==> config.mk <==
export PLATFORM = sky130hd
export DESIGN_NAME = ratio_detector
export DESIGN_NICKNAME = d
export VERILOG_FILES = /design/src/rtl/ratio_det_pkg.sv /design/src/rtl/ratio_det_datapath.sv /design/src/rtl/ratio_det_control.sv /design/src/rtl/ratio_detector.sv
export SDC_FILE = /design/constraint.sdc
export NUM_CORES = 1
export LEC_CHECK = 0
export ABC_AREA = 1
export ABC_CLOCK_PERIOD_IN_PS = 2300
export BUFFER_PORTS_ARGS = -buffer_cell sky130_fd_sc_hd__buf_2
export CAP_MARGIN = 15
export CORE_MARGIN = 2
export CORE_UTILIZATION = 40
export CTS_CLUSTER_DIAMETER = 60
export DETAILED_ROUTE_END_ITERATION = 10
export PLACE_DENSITY = 0.57
export SETUP_SLACK_MARGIN = 0.4
export SYNTH_ARGS = -nofsm -noshare
export SYNTH_HDL_FRONTEND = slang
export SYNTH_SLANG_ARGS = --single-unit
==> constraint.sdc <==
create_clock -name clk -period 2.3 [get_ports clk]
set_input_delay 0.575 -clock clk [delete_from_list [all_inputs] [get_ports clk]]
set_output_delay 0.575 -clock clk [all_outputs]
set_load 0.1 [all_outputs]
==> src/rtl/ratio_det_pkg.sv <==
package ratio_det_pkg;
  localparam int NUM_RATIOS = 6;
  localparam int CODE_W = 3;

  // Candidate oversampling ratios, ascending with the code
  function automatic int ratioOf(input int idx);
    case (idx)
      0: ratioOf = 128;
      1: ratioOf = 192;
      2: ratioOf = 256;
      3: ratioOf = 384;
      4: ratioOf = 512;
      default: ratioOf = 768;
    endcase
  endfunction

  // Measurement event from datapath to control
  typedef struct packed {
    logic              strobe;
    logic              hit;
    logic [CODE_W-1:0] code;
  } measEvt_t;
endpackage

==> src/rtl/ratio_det_datapath.sv <==
module ratio_det_datapath
  import ratio_det_pkg::*;
#(
  parameter logic [NUM_RATIOS-1:0] ALLOWED_MASK = '1,
  parameter int TOL = 32
) (
  input  logic     clk,
  input  logic     rstN,
  input  logic     frameClk,
  output measEvt_t evt
);
  localparam int SAT   = ratioOf(NUM_RATIOS-1) + TOL + 1;
  localparam int CNT_W = $clog2(SAT + 1);

  logic [2:0]       syncQ;
  logic             rise;
  logic [CNT_W-1:0] cnt;
  logic             stale;
  logic             hit;
  logic [CODE_W-1:0] code;

  always_ff @(posedge clk) begin
    if (!rstN) syncQ <= '0;
    else       syncQ <= {syncQ[1:0], frameClk};
  end

  assign rise = syncQ[1] & ~syncQ[2];

  // Classifier: descending scan so the lowest matching code wins
  always_comb begin
    hit  = 1'b0;
    code = '0;
    for (int i = NUM_RATIOS - 1; i >= 0; i--) begin
      if (ALLOWED_MASK[i]) begin
        if ((int'(cnt) - ratioOf(i) <= TOL) && (ratioOf(i) - int'(cnt) <= TOL)) begin
          hit  = 1'b1;
          code = CODE_W'(i);
        end
      end
    end
  end

  always_ff @(posedge clk) begin
    if (!rstN) begin
      cnt   <= CNT_W'(1);
      stale <= 1'b1;
      evt   <= '0;
    end else begin
      evt.strobe <= 1'b0;
      if (rise) begin
        evt   <= '{strobe: 1'b1, hit: hit & ~stale, code: code};
        cnt   <= CNT_W'(1);
        stale <= 1'b0;
      end else if (int'(cnt) == SAT) begin
        evt   <= '{strobe: 1'b1, hit: 1'b0, code: '0};
        cnt   <= CNT_W'(1);
        stale <= 1'b1;
      end else begin
        cnt <= cnt + CNT_W'(1);
      end
    end
  end
endmodule

==> src/rtl/ratio_det_control.sv <==
module ratio_det_control
  import ratio_det_pkg::*;
#(
  parameter logic [NUM_RATIOS-1:0] ALLOWED_MASK = '1
) (
  input  logic              clk,
  input  logic              rstN,
  input  measEvt_t          evt,
  input  logic              slaveMode,
  input  logic [CODE_W-1:0] cfgRatio,
  output logic [CODE_W-1:0] ratioCode,
  output logic              ratioValid,
  output logic              ratioError,
  output logic              holdSample
);
  logic [7:0]        maskExt;
  logic              cfgOk;
  logic              havePrev;
  logic              prevHit;
  logic [CODE_W-1:0] prevCode;
  logic              lockValid;
  logic              lockErr;
  logic [CODE_W-1:0] lockCode;
  logic              agree;

  assign maskExt = 8'(ALLOWED_MASK);
  assign cfgOk   = maskExt[cfgRatio];
  assign agree   = havePrev && (prevHit == evt.hit) && (!evt.hit || prevCode == evt.code);

  always_ff @(posedge clk) begin
    if (!rstN) begin
      havePrev  <= 1'b0;
      prevHit   <= 1'b0;
      prevCode  <= '0;
      lockValid <= 1'b0;
      lockErr   <= 1'b0;
      lockCode  <= '0;
    end else if (evt.strobe) begin
      havePrev <= 1'b1;
      prevHit  <= evt.hit;
      prevCode <= evt.code;
      if (agree) begin
        lockValid <= evt.hit;
        lockErr   <= ~evt.hit;
        if (evt.hit) lockCode <= evt.code;
      end
    end
  end

  always_comb begin
    if (slaveMode) begin
      ratioCode  = lockCode;
      ratioValid = lockValid;
      ratioError = lockErr;
    end else begin
      ratioCode  = cfgRatio;
      ratioValid = cfgOk;
      ratioError = ~cfgOk;
    end
    holdSample = ratioError;
  end
endmodule

==> src/rtl/ratio_detector.sv <==
module ratio_detector
  import ratio_det_pkg::*;
#(
  parameter logic [NUM_RATIOS-1:0] ALLOWED_MASK = '1,
  parameter int TOL = 32
) (
  input  logic       clk,
  input  logic       rstN,
  input  logic       frameClk,
  input  logic       slaveMode,
  input  logic [2:0] cfgRatio,
  output logic [2:0] ratioCode,
  output logic       ratioValid,
  output logic       ratioError,
  output logic       holdSample
);
  measEvt_t evt;

  ratio_det_datapath #(.ALLOWED_MASK(ALLOWED_MASK), .TOL(TOL)) uDp (
    .clk(clk), .rstN(rstN), .frameClk(frameClk), .evt(evt)
  );

  ratio_det_control #(.ALLOWED_MASK(ALLOWED_MASK)) uCtl (
    .clk(clk), .rstN(rstN), .evt(evt), .slaveMode(slaveMode), .cfgRatio(cfgRatio),
    .ratioCode(ratioCode), .ratioValid(ratioValid), .ratioError(ratioError),
    .holdSample(holdSample)
  );
endmodule

== Word level (Yosys, flattened, before mapping) ==
Memory sizes are Yosys's and may differ from the RTL's.
Index checks and enable logic that the tools add are counted.

* Bits in registers: 29
* Memory bits (read-only): 8
* Input bits: 7
* Output and inout port bits: 6
* Logic and storage cells: 83
* Memories: 1

{| class="wikitable"
|+ Memory list
! name !! depth !! bits a word !! read ports !! clocked after memory_dff !! wr ports !! line !! source
|-
| (name not given) || 8 || 1 || 1 || 0 || 0 || ratio_det_control.sv:27 || <nowiki>assign cfgOk = maskExt[cfgRatio];</nowiki>
|}

* Add/sub/neg operators: 13
* $lt $le $gt $ge: 13
* Eq/ne operators: 3
* Multiplexer cells: 20
* Bitwise gates (word level): 7
* Reduce and logical (&&, ||, !) cells: 14

{| class="wikitable"
|+ Operators by type and width
! kind !! count
|-
| less-or-equal comparator 32 x 7 -> 1 bit (second input constant) || 12
|-
| subtractor 10 x 10 -> 11 bit (first input constant) || 2
|-
| subtractor 10 x 10 -> 11 bit (second input constant) || 2
|-
| subtractor 10 x 8 -> 11 bit (second input constant) || 2
|-
| subtractor 10 x 9 -> 11 bit (second input constant) || 2
|-
| subtractor 8 x 10 -> 11 bit (first input constant) || 2
|-
| subtractor 9 x 10 -> 11 bit (first input constant) || 2
|-
| two-way mux 3 bit || 7
|-
| two-way mux 1 bit || 11
|-
| adder 10 x 1 -> 10 bit (second input constant) || 1
|-
| == test 10 x 9 -> 1 bit (second input constant) || 1
|-
| two-way mux 5 bit || 2
|-
| logical AND 1 bit || 8
|-
| NOT 1 bit || 5
|-
| < comparator 3 x 4 -> 1 bit (second input constant) || 1
|-
| == test 3 bit || 1
|-
| AND reduction 3 bit || 1
|-
| OR reduction 3 bit || 1
|-
| AND 1 bit || 2
|-
| AND reduction 2 bit || 1
|-
| nonzero test 2 bit || 1
|-
| == test 1 bit || 1
|-
| logical NOT 1 bit || 1
|-
| logical OR 1 bit || 1
|}

== Depth between registers and ports, before layout ==
* Depth after elaboration: 11
* Depth in mapped cells: 17

== Cells and area by module ==
Synthesis repeated with hierarchy kept, for this count alone.

* Cell total of the unflattened synthesis: 324
* Area total of the unflattened synthesis: 2,092.0 um2

{| class="wikitable"
|+ Modules (own cells, without submodules)
! module !! times used !! cells each !! area an instance (um2) !! seq. area each (um2)
|-
| ratio_det_datapath || 1 || 249 || 1,592.8 || 380.4
|-
| ratio_det_control || 1 || 75 || 499.2 || 200.2
|}

== Least setup slack after synthesis ==
OpenSTA, ideal clock, no wires.

* Path kind: input-to-output
* Start point: input cfgRatio[1]
* End point: output ratioCode[1]
* Arrival: 2.709 ns
* Slack: -0.984 ns
* Cell stages on the path: 2
* Cell sequence: inv_1 -> o21ai_0

* Cells in the longest elaborated chain, start to end: 1

{| class="wikitable"
|+ Ends and longest elaborated chain
! what !! line !! source
|-
| from (decl) || ratio_detector.sv:11 || <nowiki>input logic [2:0] cfgRatio,</nowiki>
|-
| two-way mux 3 bit || ratio_det_control.sv:51 || <nowiki>if (slaveMode) begin</nowiki>
|-
| to (decl) || ratio_detector.sv:12 || <nowiki>output logic [2:0] ratioCode,</nowiki>
|}

Every way passes these cells.

== Final worst setup path ==
* Start point: input slaveMode
* End point: output holdSample

* Cells in the longest elaborated chain, start to end: 1

{| class="wikitable"
|+ Ends and longest elaborated chain
! what !! line !! source
|-
| from (decl) || ratio_detector.sv:10 || <nowiki>input logic slaveMode,</nowiki>
|-
| two-way mux 1 bit || ratio_det_control.sv:51 ||
|-
| to (decl) || ratio_detector.sv:15 || <nowiki>output logic holdSample</nowiki>
|}

Every way passes these cells.

==> impl_metrics.toml <==
[run_status]
outcome = "finished, final reports clean"

[logic_synthesis]
async_reset_ff_share_pct = 0
syn_inst = 353
ys_ff_latch = 29
syn_area_um2 = 2340
synth_most_common_cell = "nand2_1"
synthTopCellsByArea = "dfxtp_1 25%, nand2_1 15%, ha_1 12%, inv_1 5.9%, nor2_1 5.4%"
seq_area_frac_synth_pct = 24.8
synth_warnings = 0
synthDistinctLibCells = 37
syn_area_per_cell_um2 = 6.64
synth_common_cells = "94 x nand2_1, 37 x inv_1, 34 x nor2_1"
synth.largest_area_cell = "dfxtp_1"
synth_fp_nets = 382
synth_edf_count = 0
ys_dominant_reg_cell = "dfxtp_1"
yosysTopAreaCellShare_pct = 24.8

[global_routing]
grt_pass1_wl_um = 10000
grt_max_degree = 15
antenna_found_initial = 0
grt.overflow.total = 0
groute.usage.overall_pct = 19.6
first_global_vias = 2118

[setup_path]
cp-start-kind = "input pin"
cp_data_arrival_time_ps = 1270
worst-setup-path-type = "in -> out"
crit_path_end_kind = "output pin"
critPathRequiredTime_ps = 1730
crit_path_max_fanout = 6

[sta]
clock_skew_ps = 7.77
setup_viol = 0
relSlewSlack_pct = 67.8
setup_ws_ps = 454
drv_slew = 0
timing.setup.tns_ps = 0
hold_violations = 0
finalCriticalPeriod_ps = 1850
rsz0062_at_grt = "yes"
tightest_slew_ps = 486
fmax_ghz = 0.542
finalCritPeriodShare_pct = 80.2

[cts]
hold_buffers = 0
clk_path_buf_depth = 2
cts_sinks = 29
clk_latency_ps = 280
cts_tree = "yes"
cts_made_buffers = 5
cts-htree-levels = 2
clkTransAtPathRegs_ps = 60
cts-root-buf = "clkbuf_8"

[route]
wl_met1_um = 3080
ant_nets = 0
drt-total-wl_um = 5810
route.top_layer_used = "met4"
via_count = 2264
wl_met2_um = 2460
vias_per_cell = 5.00
firstDrtPassIters = 4
first_iter_violations = 145
avgRoutedWirePerCell_um = 12.8
drc = 0
wl_met3_um = 224

[layout]
area_growth_pct = 22.4
drive_above_1_share_pct = 28.9
seq_area_um2 = 593
insertedDiodeCount = 0
fin_util_pct = 51.4
multiInputGateArea_um2 = 1690
nFillCells = 558
final_nets = 409

[die]
initial_utilization_pct = 42.0
coreArea_um2 = 5570
die_h_um = 80.5
rows = 27
io-pin-count = 13
die_area_um2 = 6480
die_x_um = 80.5

[power]
powerDensity_nw_per_um2 = 421
p_leak_nw = 1.31
worst_ir_drop_vdd_v = 0.000290

[placed_design]
gp_congestion = 0.881
pre_cts_ws_ps = 294
io_buffers = 12
place_hpwl_um = 4430

[job]
cap_violations = 0

[hold_path]
hold_class = "reg -> reg"
worst max-delay path: stages:
cell	delay, ps
buf_4	130
inv_4	50
a21oi_4	160
o21a_4	170
buf_12	170
area by class of cell:
type	count	area share, %
sequential	29	20.7
multi-input combinational	274	58.9
tap	72	3.14
clock inverter	3	0.611
inverter	42	5.89
clock buffer	5	2.40
timing repair buffer	28	8.38
state kept, by name (all words and copies together), names as in the netlist:
register	flops
uDp.cnt	10
uDp.evt	5
uCtl.prevCode	3
uDp.syncQ	3
uCtl.lockValid	1
uCtl.lockCode	3
uDp.stale	1
uCtl.havePrev	1
uCtl.lockErr	1
uCtl.prevHit	1
path summary, 6_finish.rpt:
check	from	endpoint	slack [ps]	depth (start not counted)
hold reg to reg	uDp.syncQ[0]	uDp.syncQ[1]	410	2
setup / recovery	slaveMode	holdSample	450	5
hold / removal	uDp.syncQ[0]	uDp.syncQ[1]	410	2
setup reg to reg	uDp.cnt[5]	uDp.evt[3]	510	15
report_power, final:
group	internal [mW]	switching, mW	total [mW]
combinational	0.0915	0.181	0.272
clock	0.208	0.198	0.406
sequential	0.514	0.0148	0.529
total	0.814	0.393	1.21
cell families (layout without fill, tap and decap cells):
logic type               Yosys count  count (layout)  synth area share (%)
AO/OA/AOI/OAI                     55              55                  13.1
XOR/XNOR                           3               3                  1.12
adder cells (fa/ha/maj)           22              22                  11.8
buffers and inverters             50              78                  8.97
flip-flops                        29              29                  24.8
AND/OR/NAND/NOR                  194             194                  40.2
cells in the final DEF, fill, tap and decap left out, types with 5 or more instances in the layout:
cell type	netlist	routed
buf_2	4	6
o21ai_0	22	20
nand3_1	19	18
inv_2	2	8
nor2_4	4	5
dfxtp_1	29	23
buf_4	1	17
ha_1	22	15
nand3_2	5	6
nand2_2	10	13
nand2_1	94	91
nand4_1	8	8
inv_1	37	29
a21oi_1	20	19
nor2_2	5	8
nor2_1	34	30
clkbuf_8	0	5
per-layer routing:
layer  vias up  GRT usage [%]
met1      1026           29.7
met5         -              0
li1       1194              -
met3         4           2.47
met2        40           28.9
met4         0           5.08
what timing repair did:
action                                 in CTS  in global routing
cloned                                      0                  0
pin swaps                                   0                  7
buffers inserted                            0                  4
endpoints found under the hold margin       0                  0
setup endpoints to repair                   8                 20
gates resized for setup                     6                 41
through the flow:
| step | std cells | total power [mW] | hold WS (ps) | instance area (um^2) |
|---|---|---|---|---|
| 5_1_grt | 453 | 1.26 | 430 | 2870 |
| 3_5_place_dp | 441 | 0.787 | 401 | 2610 |
| 2_1_floorplan | 353 | 0.730 | 390 | 2380 |
| 4_1_cts | 449 | 1.21 | 413 | 2720 |
| 6_report | 453 | 1.21 | 407 | 2870 |
| 3_3_place_gp | 441 | 0.784 | 392 | 2610 |
Power figures use the tool's default switching activity.
